[src/rtl/tone_steer_pkg.sv]
package tone_steer_pkg;

  // strobes issued by the control FSM to the datapath each cycle
  typedef struct packed {
    logic cntClear;
    logic cntInc;
    logic loadCode;
    logic pulseValid;
    logic pulseAbsent;
  } steerCmd_t;

  typedef enum logic {
    ST_IDLE = 1'b0,
    ST_HELD = 1'b1
  } steerState_e;

endpackage

[src/rtl/tone_steer_ctrl.sv]
module tone_steer_ctrl
  import tone_steer_pkg::*;
(
  input  logic      clk,
  input  logic      rst_n,
  input  logic      enable,
  input  logic      toneRaw,
  input  logic      presDone,
  input  logic      absDone,
  output logic      held,
  output steerCmd_t cmd
);

  steerState_e state, stateNext;

  always_comb begin
    cmd       = '0;
    stateNext = state;
    if (!enable) begin
      cmd.cntClear = 1'b1;
      stateNext    = ST_IDLE;
    end else if (state == ST_IDLE) begin
      if (toneRaw) begin
        if (presDone) begin
          cmd.loadCode   = 1'b1;
          cmd.pulseValid = 1'b1;
          cmd.cntClear   = 1'b1;
          stateNext      = ST_HELD;
        end else begin
          cmd.cntInc = 1'b1;
        end
      end else begin
        cmd.cntClear = 1'b1;
      end
    end else begin
      if (!toneRaw) begin
        if (absDone) begin
          cmd.pulseAbsent = 1'b1;
          cmd.cntClear    = 1'b1;
          stateNext       = ST_IDLE;
        end else begin
          cmd.cntInc = 1'b1;
        end
      end else begin
        cmd.cntClear = 1'b1;
      end
    end
  end

  always_ff @(posedge clk) begin
    if (!rst_n) state <= ST_IDLE;
    else        state <= stateNext;
  end

  assign held = (state == ST_HELD);


  hold_entry_chk: assert property (@(posedge clk) disable iff (!rst_n)
    $rose(held) |-> $past(toneRaw) && $past(enable));


  hold_exit_chk: assert property (@(posedge clk) disable iff (!rst_n)
    $fell(held) && $past(enable) |-> !$past(toneRaw));


  off_idle_chk: assert property (@(posedge clk) disable iff (!rst_n)
    !$past(enable) |-> !held);

endmodule

[src/rtl/tone_steer_dp.sv]
module tone_steer_dp
  import tone_steer_pkg::*;
#(
  parameter int CODE_W = 4,
  parameter int CNT_W  = 16
) (
  input  logic              clk,
  input  logic              rst_n,
  input  steerCmd_t         cmd,
  input  logic              held,
  input  logic [CODE_W-1:0] toneCode,
  input  logic [CNT_W-1:0]  presenceTicks,
  input  logic [CNT_W-1:0]  absenceTicks,
  output logic              presDone,
  output logic              absDone,
  output logic [CODE_W-1:0] codeOut,
  output logic              dataValid,
  output logic              absenceSeen
);

  localparam logic [CNT_W-1:0] CNT_ONE = CNT_W'(1);

  logic [CNT_W-1:0] guardCnt;

  // the counter only advances while below the active threshold, so it stays in range
  always_ff @(posedge clk) begin
    if (!rst_n)            guardCnt <= '0;
    else if (cmd.cntClear) guardCnt <= '0;
    else if (cmd.cntInc)   guardCnt <= guardCnt + CNT_ONE;
  end

  assign presDone = (guardCnt >= presenceTicks);
  assign absDone  = (guardCnt >= absenceTicks);

  always_ff @(posedge clk) begin
    if (!rst_n)            codeOut <= '0;
    else if (cmd.loadCode) codeOut <= toneCode;
  end

  always_ff @(posedge clk) begin
    if (!rst_n) begin
      dataValid   <= 1'b0;
      absenceSeen <= 1'b0;
    end else begin
      dataValid   <= cmd.pulseValid;
      absenceSeen <= cmd.pulseAbsent;
    end
  end


  valid_pulse_chk: assert property (@(posedge clk) disable iff (!rst_n)
    dataValid |=> !dataValid);


  absent_pulse_chk: assert property (@(posedge clk) disable iff (!rst_n)
    absenceSeen |=> !absenceSeen);


  strobe_excl_chk: assert property (@(posedge clk) disable iff (!rst_n)
    !(dataValid && absenceSeen));


  valid_steer_chk: assert property (@(posedge clk) disable iff (!rst_n)
    dataValid |-> held);


  code_stable_chk: assert property (@(posedge clk) disable iff (!rst_n)
    held && $past(held) |-> $stable(codeOut));

endmodule

[src/rtl/tone_steer_top.sv]
module tone_steer_top
  import tone_steer_pkg::*;
#(
  parameter int CODE_W = 4,
  parameter int CNT_W  = 16
) (
  input  logic              clk,
  input  logic              rst_n,
  input  logic              enable,
  input  logic              toneRaw,
  input  logic [CODE_W-1:0] toneCode,
  input  logic [CNT_W-1:0]  presenceTicks,
  input  logic [CNT_W-1:0]  absenceTicks,
  output logic              steerOut,
  output logic [CODE_W-1:0] codeOut,
  output logic              dataValid,
  output logic              absenceSeen
);

  steerCmd_t cmd;
  logic      held;
  logic      presDone;
  logic      absDone;

  tone_steer_ctrl ctrl_i (
    .clk      (clk),
    .rst_n    (rst_n),
    .enable   (enable),
    .toneRaw  (toneRaw),
    .presDone (presDone),
    .absDone  (absDone),
    .held     (held),
    .cmd      (cmd)
  );

  tone_steer_dp #(.CODE_W(CODE_W), .CNT_W(CNT_W)) dp_i (
    .clk           (clk),
    .rst_n         (rst_n),
    .cmd           (cmd),
    .held          (held),
    .toneCode      (toneCode),
    .presenceTicks (presenceTicks),
    .absenceTicks  (absenceTicks),
    .presDone      (presDone),
    .absDone       (absDone),
    .codeOut       (codeOut),
    .dataValid     (dataValid),
    .absenceSeen   (absenceSeen)
  );

  assign steerOut = held;

endmodule

[config.mk]
export PLATFORM = sky130hd
export DESIGN_NAME = tone_steer_top
export DESIGN_NICKNAME = d
export VERILOG_FILES = /design/src/rtl/tone_steer_pkg.sv /design/src/rtl/tone_steer_ctrl.sv /design/src/rtl/tone_steer_dp.sv /design/src/rtl/tone_steer_top.sv
export SDC_FILE = /design/constraint.sdc
export NUM_CORES = 1
export LEC_CHECK = 0
export BUFFER_PORTS_ARGS = -buffer_cell sky130_fd_sc_hd__buf_2
export CAP_MARGIN = 20
export CELL_PAD_IN_SITES_DETAIL_PLACEMENT = 0
export CELL_PAD_IN_SITES_GLOBAL_PLACEMENT = 2
export CORE_ASPECT_RATIO = 1.1
export CORE_UTILIZATION = 34
export CTS_BUF_LIST = sky130_fd_sc_hd__clkbuf_2 sky130_fd_sc_hd__clkbuf_4 sky130_fd_sc_hd__clkbuf_8
export CTS_CLUSTER_SIZE = 24
export DETAILED_ROUTE_END_ITERATION = 7
export GPL_ROUTABILITY_DRIVEN = 0
export PLACE_DENSITY_LB_ADDON = 0.1
export SYNTH_ARGS = -nofsm -noshare
export SYNTH_HDL_FRONTEND = slang
export SYNTH_HIERARCHICAL = 1
export SYNTH_SLANG_ARGS = --single-unit
[constraint.sdc]
create_clock -name clk -period 7.69 [get_ports clk]
set_clock_uncertainty 0.2 [all_clocks]
set_input_delay 0.3845 -clock clk [delete_from_list [all_inputs] [get_ports clk]]
set_output_delay 0.3845 -clock clk [all_outputs]
set_load 0.005 [all_outputs]
== After elaboration in Yosys (flattened, before gate mapping) ==
Index checks and enable logic that the tools add are counted.

* Flip-flop bits (word level): 23
* Input port bits: 40

* Add/sub/neg operators: 1
* Magnitude comparators: 2
* Multiplexer cells: 18
* Bitwise gates (word level): 4
* Reduce and logical (&&, ||, !) cells: 4

{| class="wikitable"
|+ Operators by type and width
! kind !! count
|-
| 16-bit >= comparator || 2
|-
| 16-bit by 1-bit adder with 16-bit output (second input constant) || 1
|-
| 1-bit two-way mux || 13
|-
| 4-bit OR reduction || 2
|-
| 2-bit two-way mux || 3
|-
| 4-bit two-way mux || 1
|-
| 1-bit NOT || 4
|-
| 3-bit two-way mux || 1
|-
| 2-bit AND reduction || 1
|-
| 2-bit OR reduction || 1
|}

== Longest topological paths before layout ==
Gate-level depths: netlist of the first run.

* Word-level depth: 6
* Depth in mapped cells: 13
* Depth with buffers taken out: 12

== Modules after synthesis ==
The synthesis of the first run kept the hierarchy.

{| class="wikitable"
|+ By module, submodules not included
! module !! times used !! cells each !! area each (um^2) !! seq. area each (um^2)
|-
| tone_steer_dp || 1 || 206 || 1706.6 || 440.4
|-
| tone_steer_ctrl || 1 || 12 || 107.6 || 20.0
|}

== Least setup slack after synthesis of the first run ==
OpenSTA, ideal clock, no wires.

* Path type: register to register
* From: reg dp_i.guardCnt[0]
* To: reg dp_i.guardCnt[15]
* Setup time: 70 ps
* Data arrival time: 3017 ps
* Slack: 4403 ps
* Stages on the path, launching flop included: 14
* Cells stage by stage: dfxtp_1 > inv_1 > ha_1 > nand2b_1 > a2111o_1 > a311o_1 > a211o_1 > nor3b_2 > o21a_1 > and4_1 > buf_6 > nand3_4 > or4_1 > a21oi_1

{| class="wikitable"
|+ RTL lines
! what !! RTL line !! RTL
|-
| start: declaration || tone_steer_dp.sv:23 || <nowiki>logic [CNT_W-1:0] guardCnt;</nowiki>
|-
| start signal: assignment || tone_steer_dp.sv:29 || <nowiki>else if (cmd.cntInc) guardCnt <= guardCnt + CNT_ONE;</nowiki>
|}

==> results.md, run 1 <==
Critical path:
- The critical path capture point type is a flip-flop.
- At the worst endpoint, the required time is roughly 7.7 ns.
- The data arrival time of the critical path is 3.63 ns.
- The slack of the worst reg-to-reg path is 4.05 ns.
- The critical setup path kind is reg -> reg.
- On the worst path, the slowest cell contributes a delay of approximately 0.42 ns.
- The critical-path maximum fanout is 6.
- The startpoint kind of the worst setup timing path is a flip-flop.
- The cell at the slowest stage of the critical path is sky130_fd_sc_hd__a2111o_1.
- Walking the worst path, the cells encountered are inv_1 > ha_1 > nand2b_1 > a2111o_1 > a311o_1 > a211o_1 > nor3b_2 > o21a_1 > and4_1 > nand3_4 > or4_1 > a21oi_1.

Synth:
- The average cell area after synthesis is 8.322 sq um.
- The mapped cell area is 1814 sq um.
- Sorting the synthesized cells by area gives the leading types as sky130_fd_sc_hd__dfxtp_1, sky130_fd_sc_hd__ha_1, sky130_fd_sc_hd__inv_1.
- The instance count of the mapped netlist is approximately 220.
- The net count after synthesis is 291.
- After synthesis, the netlist uses 36 different library cells.
- The biggest area consumer among synthesized cells is sky130_fd_sc_hd__dfxtp_1.
- The part of the Yosys area used for sequential elements is 0.2538.
- Yosys printed 6 warnings.
- After synthesis the netlist holds a flip-flop and latch count of 23.
- The share of synthesized area in the top cell type comes to 0.2538.

STA:
- The share of the cycle needed by the critical path after routing is 0.4729.
- At the pin with the least slew margin, the transition time is 0.6396 ns.
- Setup violations remaining at the end of the flow were counted as 0.
- The worst slew margin relative to its limit is 0.5736.
- The final hold violation count is 0.
- The timing-limited maximum frequency is 275.0 MHz.
- The number of max-slew violations in the final report is 0.
- The post-route setup TNS is 0 ns.
- Setup repair after global routing left no endpoint under its margin.
- In the post-route analysis, the smallest setup slack over all paths is 4.053 ns.
- For the finished layout, the period the worst path requires is 3.637 ns.

GRT:
- The maximum number of pins on one net before global-route repair is 17.
- The total overflow reported by the global router is 0.
- The number of global-route vias before repair was around 1,500.
- The initial antenna violation count is 0.
- For this run, the total global-route usage over all layers was measured as 0.1497.
- The first global-routing pass estimated 6451 um of wire.

Route:
- The total length of routed wires is 3915 um.
- The DRC marker count from the first detailed-route iteration is 47.
- For this block, the via count after detailed routing is 1,521.
- Before antenna repair, the detailed router went through 4 iterations.
- The remaining antenna violation count is 0.
- For this run, design rule violations remaining after detail routing come to 0.
- The routed via count divided by cell count is approximately 4.8.
- The wire length per cell is 12.27 um.

Clock network:
- After clock tree synthesis, the clock-pin slew on the worst setup and hold paths is 0.08 ns.
- The number of buffers inserted to repair setup after CTS is 0.
- In this run the number of H-tree levels came out at 1.
- The clock net in this run drives a total of 23 sinks.
- The number of buffers added by the clock tree synthesis step is 3.
- The post-CTS resize count is 0.
- The tree is rooted in a sky130_fd_sc_hd__clkbuf_8.
- The number of buffers inserted by hold repair at cts is 0.
- The buffer depth of the longest clock path is 2.
- The CTS tree is built.
- The worst-skew pair later-pin latency is ~0.26 ns.

Final layout:
- The proportion of layout cells with a drive suffix above 1 is 0.2146.
- The filler cells instantiated in the layout total approximately 550.
- The library cells used most frequently in the layout, excluding fill and tap cells, are sky130_fd_sc_hd__buf_2, sky130_fd_sc_hd__ha_1, sky130_fd_sc_hd__inv_1, sky130_fd_sc_hd__dfxtp_1.
- Registers take around 460 sq um.
- The final layout contains 335 nets.
- The multi-input gate area in the final layout is 1177 sq um.
- The layout overhead on the synthesized area is 16.28%.
- The count of inserted antenna diode cells is 0.
- The library cell used most frequently in the layout, excluding fill and tap cells, is sky130_fd_sc_hd__buf_2.

Status:
- The run finished with clean final reports.

Hold path:
- The path class of the tightest hold or removal check is in -> reg.

Floorplanning:
- The core region is 5067 sq um.
- The area of the die is 5633 sq um.
- The die is 78.62 um tall.
- The floorplan step set the die width to 71.65 um.
- The initial cell density of the core is 0.3580.
- The count of pins on the block boundary is 47.
- The initialized floorplan defines 27 standard-cell rows.

Placed design:
- The number of I/O port buffers is 46.
- The HPWL reported at the end of detailed placement is 3229 um.
- At the placement stage, the worst setup path has a slack of 4.037 ns.

Run:
- The reported max-cap violation count is 0.

Power and ir drop:
- Across the VDD grid, the largest voltage drop is 0.00006384 V.
- The power density normalized to cell area is between 100 and 150 nW/um^2.
- The leakage power of the design is 1.076 nW.
[synth_stat cells (all sizes together)]
| cell type | instances |
|---|---|
| xor2 | 10 |
| o21a | 1 |
| mux2i | 5 |
| ha | 33 |
| a21o | 1 |
| nand2b | 5 |
| a311o | 1 |
| and2 | 3 |
| nor3b | 2 |
| a21boi | 1 |
| nor3 | 1 |
| nor2 | 17 |
| xnor2 | 2 |
| clkbuf | 3 |
| nand4 | 7 |
| nor4 | 2 |
| or3 | 2 |
| a2111o | 2 |
| o21ai | 10 |
| or4 | 1 |
| and4 | 3 |
| inv | 32 |
| nor2b | 4 |
| and3 | 2 |
| and4b | 2 |
| a211o | 1 |
| nand3 | 6 |
| buf | 4 |
| o31ai | 1 |
| a21oi | 17 |
| dfxtp | 23 |
| nand2 | 14 |
[worst max-delay path: cells and delay by family (launching register included)]
kind | cells | cell delay (ns)
AOI/OAI and AO/OA | 5 | 1.37
and+or+nand+nor | 5 | 1.24
DFF | 1 | 0.39
adders and majority gates | 1 | 0.26
buffers and inverters | 1 | 0.08
[registers in the layout (all words and copies together) (netlist names)]
| name | cells |
|---|---|
| dp_i/dataValid | 1 |
| ctrl_i/held | 1 |
| dp_i/codeOut | 4 |
| dp_i/absenceSeen | 1 |
| dp_i/guardCnt | 16 |
[area by class of cell]
class / instances / area share
Multi-Input combinational cell: 156 / 0.5581
Timing Repair Buffer: 46 / 0.1091
Tap cell: 58 / 0.03440
Sequential cell: 23 / 0.2183
Inverter: 32 / 0.05694
Clock buffer: 4 / 0.02313
[path summary, 6_finish.rpt]
check	from	cells past startpoint	end
worst max-delay path	dp_i/guardCnt[0]$_SDFFE_PP0P_	12	dp_i/guardCnt[15]$_SDFFE_PP0P_
worst min-delay path	toneCode[1]	3	dp_i/codeOut[1]$_SDFFE_PN0P_
worst max register to register	dp_i/guardCnt[0]$_SDFFE_PP0P_	12	dp_i/guardCnt[15]$_SDFFE_PP0P_
worst min register to register	dp_i/codeOut[0]$_SDFFE_PN0P_	2	dp_i/codeOut[0]$_SDFFE_PN0P_
[per-stage QoR]
stage / power (mW) / area (sq um) / utilization / hold WS [ns] / cells
after floorplan: 0.1364 / 1814 / - / 0.2721 / 218
after global placement: 0.1496 / 2061 / 0.4067 / 0.2908 / 315
final: 0.2264 / 2110 / 0.4163 / 0.1723 / 319
after CTS: 0.2320 / 2110 / 0.4163 / 0.1651 / 319
after global routing: 0.2424 / 2110 / 0.4163 / 0.1703 / 319
after detailed placement: 0.1498 / 2061 / 0.4067 / 0.3076 / 315
[kinds of logic after synthesis]
logic type | count (synthesis) | synth area share
simple gates | 71 | 0.2221
buf+inv | 39 | 0.09724
compound gates | 35 | 0.1138
fa+ha+maj | 33 | 0.2276
flops | 23 | 0.2538
xor+xnor | 12 | 0.05793
mux | 5 | 0.02759
[where the power goes]
part / total (mW) / switching, mW / internal (mW)
sequential: 0.119 / 0.000128 / 0.119
combinational: 0.0273 / 0.0130 / 0.0143
clock: 0.0799 / 0.0394 / 0.0406
total: 0.226 / 0.0525 / 0.174
[layer usage]
layer  vias up  GRT usage  wire [um]  part of all wire
met2        23     0.2736       1966              0.50
met3         4    0.02311         89             0.023
met5         -          0          0                 0
li1        832          -          -                 -
met4         0    0.04118         29            0.0074
met1       662     0.1790       1831              0.47
Note: power is estimated with default switching activity, not from simulation.
==> run 2: changes to the inputs <==
--- a/config.mk
+++ b/config.mk
@@ -10,7 +10,7 @@
 export CELL_PAD_IN_SITES_DETAIL_PLACEMENT = 0
 export CELL_PAD_IN_SITES_GLOBAL_PLACEMENT = 2
 export CORE_ASPECT_RATIO = 1.1
-export CORE_UTILIZATION = 34
+export CORE_UTILIZATION = 31
 export CTS_BUF_LIST = sky130_fd_sc_hd__clkbuf_2 sky130_fd_sc_hd__clkbuf_4 sky130_fd_sc_hd__clkbuf_8
 export CTS_CLUSTER_SIZE = 24
 export DETAILED_ROUTE_END_ITERATION = 7
==> constraint.sdc (replaced) <==
create_clock -name clk -period 3.69 [get_ports clk]
set_clock_uncertainty 0.2 [all_clocks]
set_input_delay 0.1845 -clock clk [delete_from_list [all_inputs] [get_ports clk]]
set_output_delay 0.1845 -clock clk [all_outputs]
set_load 0.005 [all_outputs]
==> run 2 against run 1 <==
Non-clock buffer count up 8; clock power up 96%; register-to-register slack worse by 3.8 ns; hold slack worse by 0.15 ns; final area up 4.4%; setup slack worse by 3.8 ns; via count up 1.9%; power up 110%; sequential power up 110%; wire length up 4.4%; critical path type unchanged; largest cell class unchanged; first-iteration DRC count down 4.3%; flip-flop and latch count unchanged.
==> results.md, run 2 (synthesis gave the netlist of run 1 again) <==
Final layout:
- The final design instance area without fill is 2202 sq um (was 2110 sq um).
- Most used cells in the layout excluding fill and tap cells: sky130_fd_sc_hd__buf_2, sky130_fd_sc_hd__ha_1, sky130_fd_sc_hd__inv_1, sky130_fd_sc_hd__dfxtp_1 (unchanged).
- The count of inserted antenna diode cells is 0 (unchanged).
- The count of placed standard cells in the final layout, fillers left out is 344 (was 319).
- The proportion of layout cells with a drive suffix above 1 is 0.2230 (was 0.2146).
- The final net count was 343 (was 335).
- Leading registers by flop count: dp_i/guardCnt x16, dp_i/codeOut x4 (unchanged).
- The number of flip-flops in the largest register came to 16 (unchanged).
- The register ranked first by flip-flop count is dp_i/guardCnt (unchanged).
- The layout overhead on the synthesized area is 21.38% (was 16.28%).
- The final core utilization is 0.4004 (was 0.4163).
- The count of filler cells inserted in the layout was 603 (was 546).
- The most common cell after layout, fill and taps aside is sky130_fd_sc_hd__buf_2 (unchanged).

Clock network:
- The CTS tree is built (unchanged).
- The count of clock tree sinks is 23 (unchanged).
- The H-tree depth reported by CTS came to 1 (unchanged).
- The clock edge transition at the registers on the reported setup and hold paths was 0.09 ns (was 0.08 ns).
- The buffer depth of the longest clock path came to 2 (unchanged).
- The number of buffers added by the clock tree synthesis step is 3 (unchanged).
- The root buffer selected by CTS is sky130_fd_sc_hd__clkbuf_8 (unchanged).
- The worst-skew pair later-pin latency is 0.26 ns (about the same).

Critical path:
- The worst setup path startpoint is dp_i/guardCnt[0]$_SDFFE_PP0P_ (unchanged).
- The startpoint kind of the worst setup timing path is a flip-flop (unchanged).
- The critical path capture point type is a flip-flop (unchanged).
- The critical path capture point is dp_i/guardCnt[15]$_SDFFE_PP0P_ (unchanged).
- The reg-to-reg critical path endpoint is dp_i/guardCnt[15]$_SDFFE_PP0P_ (unchanged).
- The slack of the worst reg-to-reg path came to 0.25 ns (was 4.05 ns).
- The critical-path maximum fanout is 5 (was 6).
- The critical setup path kind is reg -> reg (unchanged).
- The cell depth of the worst flop-to-flop path is 12 (unchanged).
- The data required time at the worst endpoint is 3.67 ns (was 7.68 ns).
- The launch point of the worst reg-to-reg path was dp_i/guardCnt[0]$_SDFFE_PP0P_ (unchanged).
- The data arrival time of the critical path was 3.42 ns (was 3.63 ns).

GRT:
- The global-route usage over all layers came to 0.1447 (was 0.1497).
- The number of global-route vias before repair is 1,518 (was 1,460).
- The global-route wire length before repair came to 6713 um (was 6451 um).
- The initial antenna violation count is 0 (unchanged).
- The total overflow reported by the global router is 0 (unchanged).
- The maximum number of pins on one net before global-route repair was 17 (unchanged).

Placed design:
- The HPWL reported at the end of detailed placement is 3329 um (was 3229 um).
- The number of cells after detailed placement is 335 (was 315).
- The number of I/O port buffers is 46 (unchanged).
- The cell area after placement is 2105 sq um (was 2061 sq um).

Power and ir drop:
- The power density normalized to cell area is 212.2 nW/um^2 (was 107.3 nW/um^2).
- The final total power is 0.4672 mW (was 0.2264 mW).
- The peak supply drop is 0.0001182 V (was 0.00006384 V).
- The leakage power of the design is 1.113 nW (was 1.076 nW).

Floorplanning:
- The die height was 82.24 um (was 78.62 um).
- The initial cell density of the core was 0.3298 (was 0.3580).
- The area of the core is 5500 sq um (was 5067 sq um).
- The number of placement rows is 28 (was 27).
- The count of pins on the block boundary is 47 (unchanged).
- The die extent in x came to 74.94 um (was 71.65 um).
- The area of the die is 6163 sq um (was 5633 sq um).

Route:
- The total length of routed wires was 4086 um (was 3915 um).
- The first-pass iteration count of the detailed router is 4 (unchanged).
- The wire length per cell was 11.88 um (was 12.27 um).
- The remaining antenna violation count came to 0 (unchanged).
- The post-route DRC violation count came to 0 (unchanged).
- The DRC marker count from the first detailed-route iteration came to 45 (was 47).
- The via count came to 1,550 (was 1,521).
- The routed via count divided by cell count is 4.506 (was 4.768).

STA:
- The number of max-slew violations in the final report is 0 (unchanged).
- The final setup violation count is 0 (unchanged).
- The final hold violation count came to 0 (unchanged).
- The transition time of the tightest slew-check pin is 0.6316 ns (was 0.6396 ns).
- The final critical path time including I/O delays and setup is 3.440 ns (was 3.637 ns).
- The timing-limited maximum frequency is 290.7 MHz (was 275.0 MHz).
- The worst slew margin relative to its limit is 0.5789 (was 0.5736).
- The share of the cycle needed by the critical path after routing is 0.9324 (was 0.4729).

Hold path:
- The path category of the worst min-delay check is in -> reg (unchanged).

Run:
- The reported max-cap violation count came to 0 (unchanged).

Status:
- Outcome: finished clean (unchanged).
-- run 2: cell count changes in the layout (fill, tap and decap cells not counted) --
cell,delta
sky130_fd_sc_hd__clkbuf_4,-1
sky130_fd_sc_hd__dlygate4sd3_1,+5
sky130_fd_sc_hd__o21a_1,-1
sky130_fd_sc_hd__clkinv_2,+1
sky130_fd_sc_hd__o21a_2,+1
sky130_fd_sc_hd__buf_4,+3
-- run 2: worst min-delay path by stage --
| stage | startpoint | end | cells past startpoint |
|---|---|---|---|
| after floorplan | enable | ctrl_i/held$_SDFF_PN0_ | 2 |
| after global placement | toneCode[0] | dp_i/codeOut[0]$_SDFFE_PN0P_ | 3 |
| final | rst_n | ctrl_i/held$_SDFF_PN0_ | 3 |
| after global routing | rst_n | ctrl_i/held$_SDFF_PN0_ | 3 |
| after detailed placement | toneCode[2] | dp_i/codeOut[2]$_SDFFE_PN0P_ | 3 |
| after CTS | rst_n | ctrl_i/held$_SDFF_PN0_ | 3 |
-- run 2: metrics by stage --
step	setup WS, ns	hold slack (ns)	setup TNS, ns
2_1_floorplan	0.4031	0.1006	0
3_3_place_gp	0.2624	0.2456	0
3_5_place_dp	0.2142	0.2533	0
4_1_cts	0.1777	0.006901	0
5_1_grt	-0.01267	0.01686	-0.01267
6_report	0.2496	0.01998	0
-- run 2: area by class of cell --
type	instances	area, sq um	share of cell area
multi-input cells	156	1179	0.5352
flip-flops and latches	23	460.4	0.2091
repair buffers	54	302.8	0.1375
inverters	32	120.1	0.05455
well taps	75	93.84	0.04261
clock buffers	3	41.29	0.01875
clock inverters	1	5.005	0.002273
-- run 2: where the power goes --
group	switching (mW)	internal, mW	total (mW)
Clock	0.0820	0.0753	0.157
Sequential	0.000241	0.248	0.248
Combinational	0.0282	0.0333	0.0615
-- run 2: per-layer routing --
metal / up-vias / global-route usage / wire length (um)
met5: - / 0 / 0
met4: 0 / 0.03396 / 21
met3: 2 / 0.01820 / 70
met2: 17 / 0.2595 / 2015
met1: 681 / 0.1824 / 1979
li1: 850 / - / -
-- run 2: worst max-delay path, stage by stage (launching register included) --
cell and delay, ns:
sky130_fd_sc_hd__dfxtp_1 0.38, sky130_fd_sc_hd__inv_1 0.08, sky130_fd_sc_hd__ha_1 0.26, sky130_fd_sc_hd__nand2b_1 0.14, sky130_fd_sc_hd__a2111o_1 0.42, sky130_fd_sc_hd__a311o_1 0.32
sky130_fd_sc_hd__a211o_1 0.27, sky130_fd_sc_hd__nor3b_2 0.19, sky130_fd_sc_hd__o21a_2 0.19, sky130_fd_sc_hd__and4_1 0.25, sky130_fd_sc_hd__nand3_4 0.09, sky130_fd_sc_hd__or4_1 0.40
sky130_fd_sc_hd__a21oi_1 0.15
-- run 2: timing repair --
| action | in CTS | in global routing |
|---|---|---|
| setup buffers | 0 | 0 |
| resized for setup | 0 | 1 |
| hold endpoints to repair | 5 | 0 |
| hold buffers | 5 | 0 |
| setup endpoints to repair | 0 | 2 |
